`config.mk`:
```
export PLATFORM = sky130hd
export DESIGN_NAME = combo_lock
export DESIGN_NICKNAME = d
export VERILOG_FILES = /design/src/rtl/combo_lock_pkg.sv /design/src/rtl/combo_match.sv /design/src/rtl/combo_state_reg.sv /design/src/rtl/combo_next.sv /design/src/rtl/combo_lock.sv
export SDC_FILE = /design/constraint.sdc
export NUM_CORES = 1
export LEC_CHECK = 0
export ABC_CLOCK_PERIOD_IN_PS = 2400
export BUFFER_PORTS_ARGS = -buffer_cell sky130_fd_sc_hd__buf_2
export CORE_AREA = 2 2 39 41
export CTS_BUF_LIST = sky130_fd_sc_hd__clkbuf_8
export CTS_CLUSTER_SIZE = 30
export DETAILED_ROUTE_END_ITERATION = 8
export DIE_AREA = 0 0 41 43
export PLACE_DENSITY_LB_ADDON = 0.15
export REMOVE_ABC_BUFFERS = 1
export SYNTH_ARGS = -nofsm -noshare
export SYNTH_HDL_FRONTEND = slang
export SYNTH_SLANG_ARGS = --single-unit
```
`constraint.sdc`:
```
create_clock -name clk_i -period 2.4 [get_ports clk_i]
set_clock_uncertainty 0.15 [all_clocks]
set_input_delay 0.12 -clock clk_i [delete_from_list [all_inputs] [get_ports clk_i]]
set_output_delay 0.12 -clock clk_i [all_outputs]
set_load 0.03 [all_outputs]
```
`src/rtl/combo_lock_pkg.sv`:
```
package combo_lock_pkg;
  localparam int unsigned STATE_W = 3;

  typedef enum logic [STATE_W-1:0] {
    LK_IDLE  = 3'b000,
    LK_GOT1  = 3'b001,
    LK_OPEN  = 3'b010,
    LK_FAIL  = 3'b011
  } lk_state_e;
endpackage

```
`src/rtl/combo_match.sv`:
```
module combo_match #(
  parameter int unsigned CODE_W = 2,
  parameter logic [CODE_W-1:0] NUM = '0
) (
  input  logic [CODE_W-1:0] code_i,
  output logic              hit_o
);
  assign hit_o = (code_i == NUM);
endmodule

```
`src/rtl/combo_state_reg.sv`:
```
module combo_state_reg #(
  parameter int unsigned WIDTH = 3
) (
  input  logic             clk_i,
  input  logic             rst_ni,
  input  logic [WIDTH-1:0] d_i,
  output logic [WIDTH-1:0] q_o
);
  for (genvar b = 0; b < WIDTH; b++) begin : g_bit
    always_ff @(posedge clk_i or negedge rst_ni) begin
      if (!rst_ni) q_o[b] <= 1'b0;
      else         q_o[b] <= d_i[b];
    end
  end
endmodule

```
`src/rtl/combo_next.sv`:
```
module combo_next
  import combo_lock_pkg::*;
(
  input  logic               restart_i,
  input  logic               enter_i,
  input  logic               hit1_i,
  input  logic               hit2_i,
  input  logic [STATE_W-1:0] cur_i,
  output logic [STATE_W-1:0] nxt_o,
  output logic               open_o,
  output logic               error_o
);
  lk_state_e nxt;

  always_comb begin
    nxt     = LK_IDLE;
    open_o  = 1'b0;
    error_o = 1'b0;
    if (!restart_i) begin
      case (cur_i)
        LK_IDLE: begin
          if (!enter_i)     nxt = LK_IDLE;
          else if (hit1_i)  nxt = LK_GOT1;
          else begin
            nxt     = LK_FAIL;
            error_o = 1'b1;
          end
        end
        LK_GOT1: begin
          if (!enter_i) nxt = LK_GOT1;
          else if (hit2_i) begin
            nxt    = LK_OPEN;
            open_o = 1'b1;
          end else begin
            nxt     = LK_FAIL;
            error_o = 1'b1;
          end
        end
        LK_OPEN: begin
          nxt    = LK_OPEN;
          open_o = 1'b1;
        end
        LK_FAIL: begin
          nxt     = LK_FAIL;
          error_o = 1'b1;
        end
        default: nxt = LK_IDLE; // unused codes fall back to start
      endcase
    end
  end

  assign nxt_o = nxt;
endmodule

```
`src/rtl/combo_lock.sv`:
```
module combo_lock
  import combo_lock_pkg::*;
#(
  parameter int unsigned CODE_W = 2,
  parameter logic [CODE_W-1:0] FIRST_NUM  = 2'd1,
  parameter logic [CODE_W-1:0] SECOND_NUM = 2'd3
) (
  input  logic              clk_i,
  input  logic              rst_ni,
  input  logic              restart_i,
  input  logic              enter_i,
  input  logic [CODE_W-1:0] code_i,
  output logic              open_o,
  output logic              error_o
);
  if (FIRST_NUM == SECOND_NUM) begin : g_bad_combo
    $error("combo_lock: FIRST_NUM and SECOND_NUM must differ");
  end

  logic               hit1, hit2;
  logic [STATE_W-1:0] state_q, state_d;

  combo_match #(.CODE_W(CODE_W), .NUM(FIRST_NUM)) u_match1 (
    .code_i (code_i),
    .hit_o  (hit1)
  );

  combo_match #(.CODE_W(CODE_W), .NUM(SECOND_NUM)) u_match2 (
    .code_i (code_i),
    .hit_o  (hit2)
  );

  combo_next u_next (
    .restart_i (restart_i),
    .enter_i   (enter_i),
    .hit1_i    (hit1),
    .hit2_i    (hit2),
    .cur_i     (state_q),
    .nxt_o     (state_d),
    .open_o    (open_o),
    .error_o   (error_o)
  );

  combo_state_reg #(.WIDTH(STATE_W)) u_state (
    .clk_i  (clk_i),
    .rst_ni (rst_ni),
    .d_i    (state_d),
    .q_o    (state_q)
  );
endmodule

```
== Word-level counts from Yosys, hierarchy flattened ==
Index checks and enable logic that the tools add are counted.

* Equality and inequality tests: 5
* Muxes and demuxes: 16
* Reduce and logical (&&, ||, !) cells: 1

{| class="wikitable"
|+ Operator list
! operator !! number
|-
| case mux 3 bit (4 select lines) || 1
|-
| two-way mux 1 bit || 9
|-
| two-way mux 3 bit || 3
|-
| == test 3 x 2 -> 1 bit (second input constant) || 2
|-
| == test 3 x 1 -> 1 bit (second input constant) || 1
|-
| zero test 3 bit || 1
|-
| case mux 1 bit (3 select lines) || 1
|-
| == test 2 x 1 -> 1 bit (second input constant) || 1
|-
| == test 2 bit (second input constant) || 1
|-
| two-way mux 2 bit || 1
|-
| case mux 1 bit (2 select lines) || 1
|}

* Register bits after elaboration: 3
* Bits of input ports: 6

== Longest topological paths before layout ==
Gate-level depths: netlist (run 1).

* Word-level depth: 5
* Gate-level depth with buffers: 5

== Modules after synthesis ==
From an unflattened synthesis (run 1), not the netlist that was laid out.

* Cell total of the unflattened synthesis: 21
* Area, all modules: 200.2 um2

{| class="wikitable"
|+ Modules (own cells, without submodules)
! module !! instances !! cells each !! area an instance (um2) !! sequential area each (um2)
|-
| combo_next || 1 || 16 || 105.1 || 0.0
|-
| combo_state_reg || 1 || 3 || 75.1 || 75.1
|-
| combo_match (u_match1) || 1 || 1 || 13.8 || 0.0
|-
| combo_match (u_match2) || 1 || 1 || 6.3 || 0.0
|}

== Worst setup path after synthesis (run 1) ==
No wires, ideal clock.

* Path type: reg-to-output
* Start point: reg u_state.q_o[1]
* End point: out open_o
* Arrival time: 1562 ps
* Slack: 568 ps
* Stages on the path, launching flop included: 5
* Buffers on the path: 0
* Cells stage by stage: dfrtp_1 > inv_1 > ha_1 > a41oi_1 > nor3b_1

* Longest elaborated chain between the ends: 3
* Elaborated cells on any way between the ends: 4
* Those cells by class: eq/ne (2); mux (2)

{| class="wikitable"
|+ Ends and longest elaborated chain
! element !! line !! source
|-
| from (decl) || combo_state_reg.sv:7 || <nowiki>output logic [WIDTH-1:0] q_o</nowiki>
|-
| from (signal, indexed assignment) || combo_state_reg.sv:12 || <nowiki>else q_o[b] <= d_i[b];</nowiki>
|-
| == test 3 x 2 -> 1 bit or == test 3 x 1 -> 1 bit (tied branches) || combo_next.sv:20 || <nowiki>case (cur_i)</nowiki>
|-
| case mux 1 bit (2 select lines) * || combo_next.sv:20 ||
|-
| two-way mux 1 bit * || combo_next.sv:19 || <nowiki>if (!restart_i) begin</nowiki>
|-
| to (decl) || combo_lock.sv:13 || <nowiki>output logic open_o,</nowiki>
|}

Every way passes the cells marked *; elsewhere a longest branch is shown, timed or not.

== Worst setup path in the final report (run 1) ==
* Start point: reg u_state.q_o[1]
* End point: out error_o

* Longest elaborated chain between the ends: 3
* Elaborated cells on any way between the ends: 5
* Those cells by class: eq/ne (2); mux (2); reduce/logical (1)

{| class="wikitable"
|+ Ends and longest elaborated chain
! element !! line !! source
|-
| == test 3 x 2 -> 1 bit (tied with other cells) || combo_next.sv:20 ||
|-
| case mux 1 bit (3 select lines) * || combo_next.sv:20 ||
|-
| two-way mux 1 bit * || combo_next.sv:19 ||
|-
| to (decl) || combo_lock.sv:14 || <nowiki>output logic error_o</nowiki>
|}

Marks and branches as above.

==> metrics.txt, run 1 <==
Diodes inserted 0; Final TNS setup 0 ns; Peak supply drop 0.000183 V; biggest regs u_state.q_o x2; Yosys reg bits 2; vias per cell 4.08; Sw Share 0.305; CP Data Arrival Time 1.60 ns; synthesized instance count 23; CTS Buf Count 3; Peak Freq 535 MHz; vias in the first global route around 200; IO buf count 7; Reg power frac 0.185; fin crit period 1.87 ns; Core Area 1380 um2; dpl ws 0.728 ns; Largest register FFs 2; die span in x 41 um; Worst-path clk slew 0.03 ns; largest net degree at the start of global routing 6; GPL Wtd Cong 0.735; I/O pin cnt 8; Syn Area/Cell 8.70 um2; Die Area between 1500 and 2000 um2; synth warn 0; Die Y 43 um; Power Internal approximately 190 uW; GR Overflow Total 0; crit end category output port; clock root cell clkbuf_8; Clock Tree Buf Depth 2; Starting Density 0.145; clock sink count 2; Hold WC Path Type input pin to asynchronous set/reset pin; Slew Viols, Final 0; CTS tree yes; CTS H-tree depth 1; cell row count 14; worst-margin pin slew 0.249 ns; Post-DP HPWL 374 um; WP data required 2.13 ns; routed wire length about 490 um; mapped cell area 200 um2; Top reg by flops u_state.q_o; final setup fails 0; most common cell after layout, fill and taps aside buf_2; Synth-to-Final Area Change 58.1%; layout cells sized above 1 0.286; Vias between 200 and 250; Placed Instances 46; post-synthesis sequential area ratio 0.250; final worst-path cycle share 0.779; initial antenna violation count 0; number of max-cap violations 0; DR WL/cell 9.53 um; worst skew pair latency around 0.21 ns; Final Non-Filler Cells 51; PD cells 852 nW/um2; Logic pwr share 0.330; slew margin rel. 0.834; Leakage ~0.00015 uW; status finished, final reports clean; CP Max Fanout 5; most frequent cells in the layout 7 x buf_2, 4 x ha_1, 3 x inv_1, 3 x nor3_1, 3 x clkbuf_8; post-synth cell types 15; worst setup margin 0.531 ns; post-route ant nets 0; Tot Pwr 270 uW; Setup crit start kind register; Nets 47; DRT Pass-1 Iters 2; global-route wire length before repair 807 um; final hold violations 0; initial DRC count 1; Worst R2R Path Depth 4; final core occ 0.229; Psw 82.3 uW; Clock power frac 0.484; Post-route DRC 0; total global-route track usage 0.0733; WS Path Type register to output port; RSZ-0062 raised after global routing false
[kinds of logic (layout without fill, tap and decap cells)]
group	after synthesis	count (layout)	synth area share
XOR/XNOR	1	1	0.0438
AO/OA/AOI/OAI	6	6	0.212
buffers and inverters	3	15	0.0562
AND/OR/NAND/NOR	7	7	0.187
adder cells (fa/ha/maj)	4	4	0.250
flip-flops	2	2	0.250
[routing by layer]
layer / up-vias / share of wire / global-route usage
li1: 111 / - / -
met2: 4 / 0.49 / 0.0844
met4: 0 / 0 / 0.0800
met1: 93 / 0.49 / 0.0900
met5: - / 0 / 0
met3: 0 / 0.023 / 0.0314
[worst max-delay path, cell delays in order (launching register included)]
cell and delay, ns:
dfrtp_1 0.40, inv_1 0.12, ha_1 0.26, xor2_1 0.16, o211ai_1 0.09, a21oi_1 0.15
buf_2 0.21
[Yosys cell counts]
cell | n | area, um2
a21oi_1 | 1 | 5.00
nor3b_1 | 1 | 7.51
inv_1 | 3 | 11.3
nor4_1 | 1 | 6.26
a211oi_1 | 1 | 7.51
nor3_1 | 3 | 15.0
a41oi_1 | 1 | 8.76
o211ai_1 | 1 | 7.51
nand3_1 | 1 | 5.00
a221oi_1 | 1 | 8.76
ha_1 | 4 | 50.1
xor2_1 | 1 | 8.76
dfrtp_1 | 2 | 50.1
nand2_1 | 1 | 3.75
o21ai_0 | 1 | 5.00
[final timing paths]
path	slack (ns)	startpoint	end
worst max-delay path	0.53	u_state.q_o[1]$_DFF_PN0_	error_o
worst min-delay path	0.08	rst_ni	u_state.q_o[0]$_DFF_PN0_
worst max register to register	1.00	u_state.q_o[1]$_DFF_PN0_	u_state.q_o[0]$_DFF_PN0_
worst min register to register	0.73	u_state.q_o[1]$_DFF_PN0_	u_state.q_o[0]$_DFF_PN0_
max in group asynchronous	1.93	rst_ni	u_state.q_o[1]$_DFF_PN0_
min in group clk_i	0.18	code_i[1]	u_state.q_o[1]$_DFF_PN0_
[power groups by stage]
stage	clock, uW	combinational [uW]	sequential (uW)
2_1_floorplan	0	65.0	48.0
3_3_place_gp	0	88.3	50.0
3_5_place_dp	0	86.9	50.4
4_1_cts	135	89.8	50.1
5_1_grt	142	97.7	51.3
6_report	131	89.1	50.0
[stage by stage]
step,hold WS [ns],area [um2]
after CTS,0.0795,317
after detailed placement,-0.244,255
after global placement,-0.245,255
after global routing,0.0743,317
after floorplan,-0.326,200
final,0.0766,317
[final cells by class]
type                    count  area, um2
repair buffers              9       55.1
fillers                   157       1070
flip-flops and latches      2       50.0
well taps                  16       20.0
clock buffers               3       41.3
multi-input cells          18        139
inverters                   3       11.3
[repair_timing]
action,in CTS,in global routing
gates resized for setup,0,0
hold buffers,2,0
setup buffers,0,0
hold endpoints to repair,4,0
No activity file was read; power rests on OpenSTA's default activity.
==> inputs of run 2 (changes only) <==
--- a/config.mk
+++ b/config.mk
@@ -5,7 +5,7 @@
 export SDC_FILE = /design/constraint.sdc
 export NUM_CORES = 1
 export LEC_CHECK = 0
-export ABC_CLOCK_PERIOD_IN_PS = 2400
+export ABC_CLOCK_PERIOD_IN_PS = 1900
 export BUFFER_PORTS_ARGS = -buffer_cell sky130_fd_sc_hd__buf_2
 export CORE_AREA = 2 2 39 41
 export CTS_BUF_LIST = sky130_fd_sc_hd__clkbuf_8
==> constraint.sdc (replaced) <==
create_clock -name clk_i -period 1.9 [get_ports clk_i]
set_clock_uncertainty 0.15 [all_clocks]
set_input_delay 0.095 -clock clk_i [delete_from_list [all_inputs] [get_ports clk_i]]
set_output_delay 0.095 -clock clk_i [all_outputs]
set_load 0.03 [all_outputs]
==> run 2 against run 1 <==
Global-route usage is 0.20 points lower. Critical path type unchanged. Clock power grew 25%. Register-to-register slack got worse by 0.50 ns. Highest routed layer unchanged.
==> metrics.txt, run 2 (synthesis results as in run 1) <==
final hold violations 0 (unchanged); clock sink count 2 (unchanged); global-route wire length before repair 786 um (-2.6%); initial DRC count 3 (+2); Peak supply drop 0.000210 V (+15%); CTS H-tree depth 1 (unchanged); slew margin rel. 0.830 (-0.00428); Die Y 43 um (unchanged); final worst-path cycle share 0.902; Diodes inserted 0 (unchanged); layout cells sized above 1 0.343 (+0.0571); biggest regs u_state.q_o x2; PD cells 1070 nW/um2 (+25%); dpl ws 0.288 ns (-0.440 ns); # fillers 156 (-0.64%); number of max-cap violations 0 (unchanged); GR Overflow Total 0 (unchanged); final setup fails 0 (unchanged); Final TNS setup 0 ns (unchanged); crit end category output port; Hold WC Path Type input pin to asynchronous set/reset pin; most common cell after layout, fill and taps aside buf_2; Starting Density 0.145 (unchanged); post-route ant nets 0 (unchanged); R2R Setup Slk 0.50 ns (-0.50 ns); die span in x 41 um (unchanged); Die Area 1760 um2 (unchanged); initial antenna violation count 0 (unchanged); CTS tree yes; Worst R2R Path Depth 4 (unchanged); Clock Tree Buf Depth 2 (unchanged); RSZ-0062 raised after global routing false; Worst-path clk slew 0.03 ns (about the same); Slew Viols, Final 0 (unchanged); highest routed metal layer met3; total global-route track usage 0.0713 (-0.00201); reg2reg start u_state.q_o[0]$_DFF_PN0_; Leakage 0.000147 uW (-0.12%); multi-input logic area 151 um2 (+9.0%); status finished, final reports clean; met3 WL 14 um (+27%); DRT Pass-1 Iters 2 (unchanged); worst skew pair latency 0.21 ns (about the same); fin crit period 1.71 ns; Tot Pwr 353 uW (+31%); IO buf count 7 (unchanged); WS Path Type register to output port; Top reg by flops u_state.q_o; register area 50.0 um2 (unchanged); DRT met1 WL 238 um (+0.85%); routed wire length 473 um (-2.7%); DR WL/cell 9.27 um (-2.7%); clock root cell clkbuf_8; Post-route DRC 0 (unchanged); final core occ 0.240 (+0.0108); Largest register FFs 2 (unchanged); Core Area 1380 um2 (unchanged); Setup crit start kind register; WP data required 1.65 ns (-0.48 ns); worst setup margin 0.186 ns (-0.346 ns); most frequent cells in the layout 6 x buf_2, 3 x nor3_1, 3 x ha_1, 3 x clkbuf_8; cell row count 14 (unchanged); GPL Wtd Cong 0.730 (-0.78%); Reg-to-Reg End u_state.q_o[0]$_DFF_PN0_; Vias 209 (+0.48%); vias in the first global route 211 (+3.4%); worst-margin pin slew 0.255 ns (+0.00642 ns); I/O pin cnt 8 (unchanged); CTS Buf Count 3 (unchanged); CP Data Arrival Time 1.47 ns (-0.13 ns); CP Max Fanout 5 (unchanged); largest net degree at the start of global routing 6 (unchanged); Peak Freq 583 MHz; Synth-to-Final Area Change 65.6%; vias per cell 4.10 (+0.48%); Nets 47 (unchanged); Post-DP HPWL 355 um (-5.2%); wire length on met2 221 um (-7.1%)
-- run 2: cell type report --
cell class | instances | share of cell area
multi-input combinational | 18 | 0.457
sequential | 2 | 0.151
tap | 16 | 0.0604
timing repair buffer | 9 | 0.174
clock buffer | 3 | 0.125
inverter | 3 | 0.0340
-- run 2: metal layers --
metal | vias to the layer above | track usage
met2 | 4 | 0.0875
met5 | - | 0
met1 | 94 | 0.0804
met3 | 0 | 0.0314
met4 | 0 | 0.0800
li1 | 111 | -
-- run 2: through the flow --
stage / cell area (um2) / instances / hold slack (ns)
finish: 332 / 51 / 0.0548
global route: 332 / 51 / 0.0539
CTS: 317 / 51 / 0.0609
detailed placement: 255 / 46 / -0.270
global placement: 255 / 46 / -0.270
floorplan: 200 / 23 / -0.351
-- run 2: critical path: stages (launching register included) --
cell      delay (ns)
dfrtp_1         0.41
inv_2           0.11
ha_4            0.16
xor2_1          0.14
o211ai_1        0.10
a21oi_1         0.15
clkbuf_4        0.20
-- run 2: where the power goes --
group | internal (uW) | switching, uW
Sequential | 52.3 | 14.4
Combinational | 57.5 | 64.9
Clock | 134 | 30.6
-- run 2: worst max-delay path by stage --
stage | slack, ns | depth (start not counted) | startpoint | end
floorplan | 0.09 | 4 | u_state.q_o[1]$_DFF_PN0_ | open_o
global placement | 0.27 | 6 | u_state.q_o[1]$_DFF_PN0_ | error_o
detailed placement | 0.29 | 6 | u_state.q_o[1]$_DFF_PN0_ | error_o
CTS | 0.05 | 6 | u_state.q_o[1]$_DFF_PN0_ | error_o
global route | 0.03 | 6 | u_state.q_o[1]$_DFF_PN0_ | error_o
finish | 0.19 | 6 | u_state.q_o[1]$_DFF_PN0_ | error_o
-- run 2: repair_timing --
item	4_1_cts	5_1_grt
buffers inserted	0	0
hold endpoints to repair	4	0
endpoints found under the setup margin	0	1
hold buffers	2	0
resized for setup	0	4
==> inputs of run 3 (changes only) <==
--- a/config.mk
+++ b/config.mk
@@ -16,4 +16,5 @@
 export REMOVE_ABC_BUFFERS = 1
 export SYNTH_ARGS = -nofsm -noshare
 export SYNTH_HDL_FRONTEND = slang
+export SYNTH_HIERARCHICAL = 1
 export SYNTH_SLANG_ARGS = --single-unit
==> run 3 against run 2 <==
Synthesized cell count shrank 8.7%. Combinational power decreased by 74%. Die area did not move. Count of clock-buffer cells in the layout stayed put. Global-route usage shrank 0.68 points. Critical endpoint is now open_o. Largest power group unchanged.
==> metrics.txt, run 3 <==
status finished, final reports clean; slowest stage cell, crit path dfrtp_1; synth warn 6 (+6); global-route wire length before repair 634 um (-19%); Reg-to-Reg End u_state/q_o[1]$_DFF_PN0_; clock sink count 3 (+1); CP Data Arrival Time 1.31 ns (-0.16 ns); Core Area 1380 um2 (unchanged); final worst-path cycle share 0.816 (-0.0859); Post-route DRC 0 (unchanged); I/O pin cnt 8 (unchanged); RSZ-0062 raised after global routing false; CP Max Fanout 6 (+1); final hold violations 0 (unchanged); reg2reg start u_state/q_o[0]$_DFF_PN0_; Worst-path clk slew 0.03 ns (about the same); clock root cell clkbuf_8; routed wire length 419 um (-11%); post-synthesis sequential area ratio 0.375 (+0.125); Hold WC Path Type input pin to asynchronous set/reset pin; most common cell after layout, fill and taps aside buf_2; Leakage 0.000140 uW (-4.2%); Clock Tree Buf Depth 2 (unchanged); Die Area 1760 um2 (unchanged); WS Path Type register to output port; Yosys reg bits 3 (+1); Vias 191 (-8.6%); WP data required 1.65 ns (about the same); CP startpoint u_state/q_o[0]$_DFF_PN0_; fin crit period 1.55 ns (-0.163 ns); post-route ant nets 0 (unchanged); # fillers 155 (-0.64%); Placed Instances 43 (-6.5%); Synth-to-Final Area Change 56.3%; mapped cell area 200 um2 (unchanged); DR WL/cell 8.55 um (-7.8%); cell row count 14 (unchanged); CTS Buf Count 3 (unchanged); final setup fails 0 (unchanged); crit end category output port; CTS tree yes; synth top area cells dfrtp_1 38%, nor2b_4 6.9%, mux2_2 5.6%; biggest regs u_state/q_o x3; Diodes inserted 0 (unchanged); CTS resizes 0 (unchanged); Post-DP HPWL 311 um (-12%); Slew Viols, Final 0 (unchanged); synthesized instance count 21 (-8.7%); Top reg by flops u_state/q_o; PD cells 908 nW/um2 (-15%); Syn Area/Cell 9.53 um2 (+9.5%); most frequent cell after synthesis dfrtp_1; most frequent cells in the layout 7 x buf_2, 3 x clkbuf_8, 3 x dfrtp_1; R2R Setup Slk 0.83 ns (+0.33 ns); Synth area leader dfrtp_1; Worst R2R Path Depth 3 (-1); max incr delay on CP 0.42 ns (about the same); Starting Density 0.145 (unchanged); Final TNS setup 0 ns (unchanged); die span in x 41 um (unchanged); DRT Pass-1 Iters 4 (+2); Setup crit start kind register; IO buf count 7 (unchanged); worst skew pair latency 0.22 ns (about the same); vias in the first global route 170 (-19%); Largest register FFs 3 (+1); GR Overflow Total 0 (unchanged); top post-synthesis cells by count 3 x dfrtp_1, 2 x nor3_1; layout cells sized above 1 0.455 (+0.112); vias per cell 3.90 (-4.9%); largest net degree at the start of global routing 7 (+1); GPL Wtd Cong 0.601 (-18%); Peak supply drop 0.000363 V (+73%); Primary FF master, synth dfrtp_1; CTS H-tree depth 1 (unchanged); CP Cell Sequence nand3_2 -> mux2_2 -> nor3_2 -> buf_2; Post-synth ARST share 1.00 (unchanged); initial DRC count 1 (-2); final hold slack 0.0479 ns (-0.00692 ns); Peak Freq 645 MHz (+11%); total global-route track usage 0.0645 (-0.00683); number of max-cap violations 0 (unchanged); Die Y 43 um (unchanged); post-synth cell types 18 (+3); EDFF count, synth 0 (unchanged); post-synth top area share 0.375 (+0.125); number of setup buffers added after CTS 0 (unchanged); initial antenna violation count 0 (unchanged); Nets 40 (-15%); Final Non-Filler Cells 49 (-3.9%)
-- run 3: kinds of logic (layout without fill, tap and decap cells) --
group,Yosys count,count (layout),share of synthesized area
buffers and inverters,1,13,0.0375
multiplexers,1,1,0.0562
AO/OA/AOI/OAI,4,4,0.119
flip-flops,3,3,0.375
other,1,1,0.0187
AND/OR/NAND/NOR,11,11,0.394
-- run 3: through the flow --
step	worst slack (ns)	utilization	cell area, um2	total power [uW]
floorplan	0.288	-	193	88.8
global placement	0.574	0.179	248	101
detailed placement	0.579	0.179	248	101
CTS	0.339	0.226	313	291
global route	0.267	0.226	313	302
finish	0.349	0.226	313	284
-- run 3: worst max-delay path: cells and delay by family, from the launching register on --
kind          cells  cell delay (ns)
mux               1             0.28
simple gates      2             0.19
buf+inv           1             0.21
flops             1             0.42
-- run 3: what timing repair did --
action | CTS | global route
setup endpoints to repair | 0 | 0
hold buffers | 2 | 0
hold endpoints to repair | 5 | 0
-- run 3: cell type report --
class                      instances  area (um2)  area share
tap                               16        20.0      0.0640
multi-input combinational         17         118       0.376
timing repair buffer               9        55.1       0.176
clock inverter                     1        3.75      0.0120
sequential                         3        75.1       0.240
clock buffer                       3        41.3       0.132
-- run 3: power by group --
group          leakage [uW]  internal (uW)  switching (uW)
logic             0.0000749           16.6            15.0
registers         0.0000386           67.5            4.36
clock network     0.0000269            138            43.0
total              0.000140            222            62.4
-- run 3: worst max-delay path by stage --
| stage | end | cells after the start |
|---|---|---|
| 2_1_floorplan | error_o | 3 |
| 3_3_place_gp | open_o | 4 |
| 3_5_place_dp | open_o | 4 |
| 4_1_cts | open_o | 4 |
| 5_1_grt | open_o | 4 |
| 6_report | open_o | 4 |
-- run 3: routing by layer --
layer	GRT usage	vias up	wire length [um]
met2	0.0750	11	176
met4	0.100	0	16
met5	0	-	0
li1	-	94	-
met1	0.0617	84	172
met3	0.0314	2	53
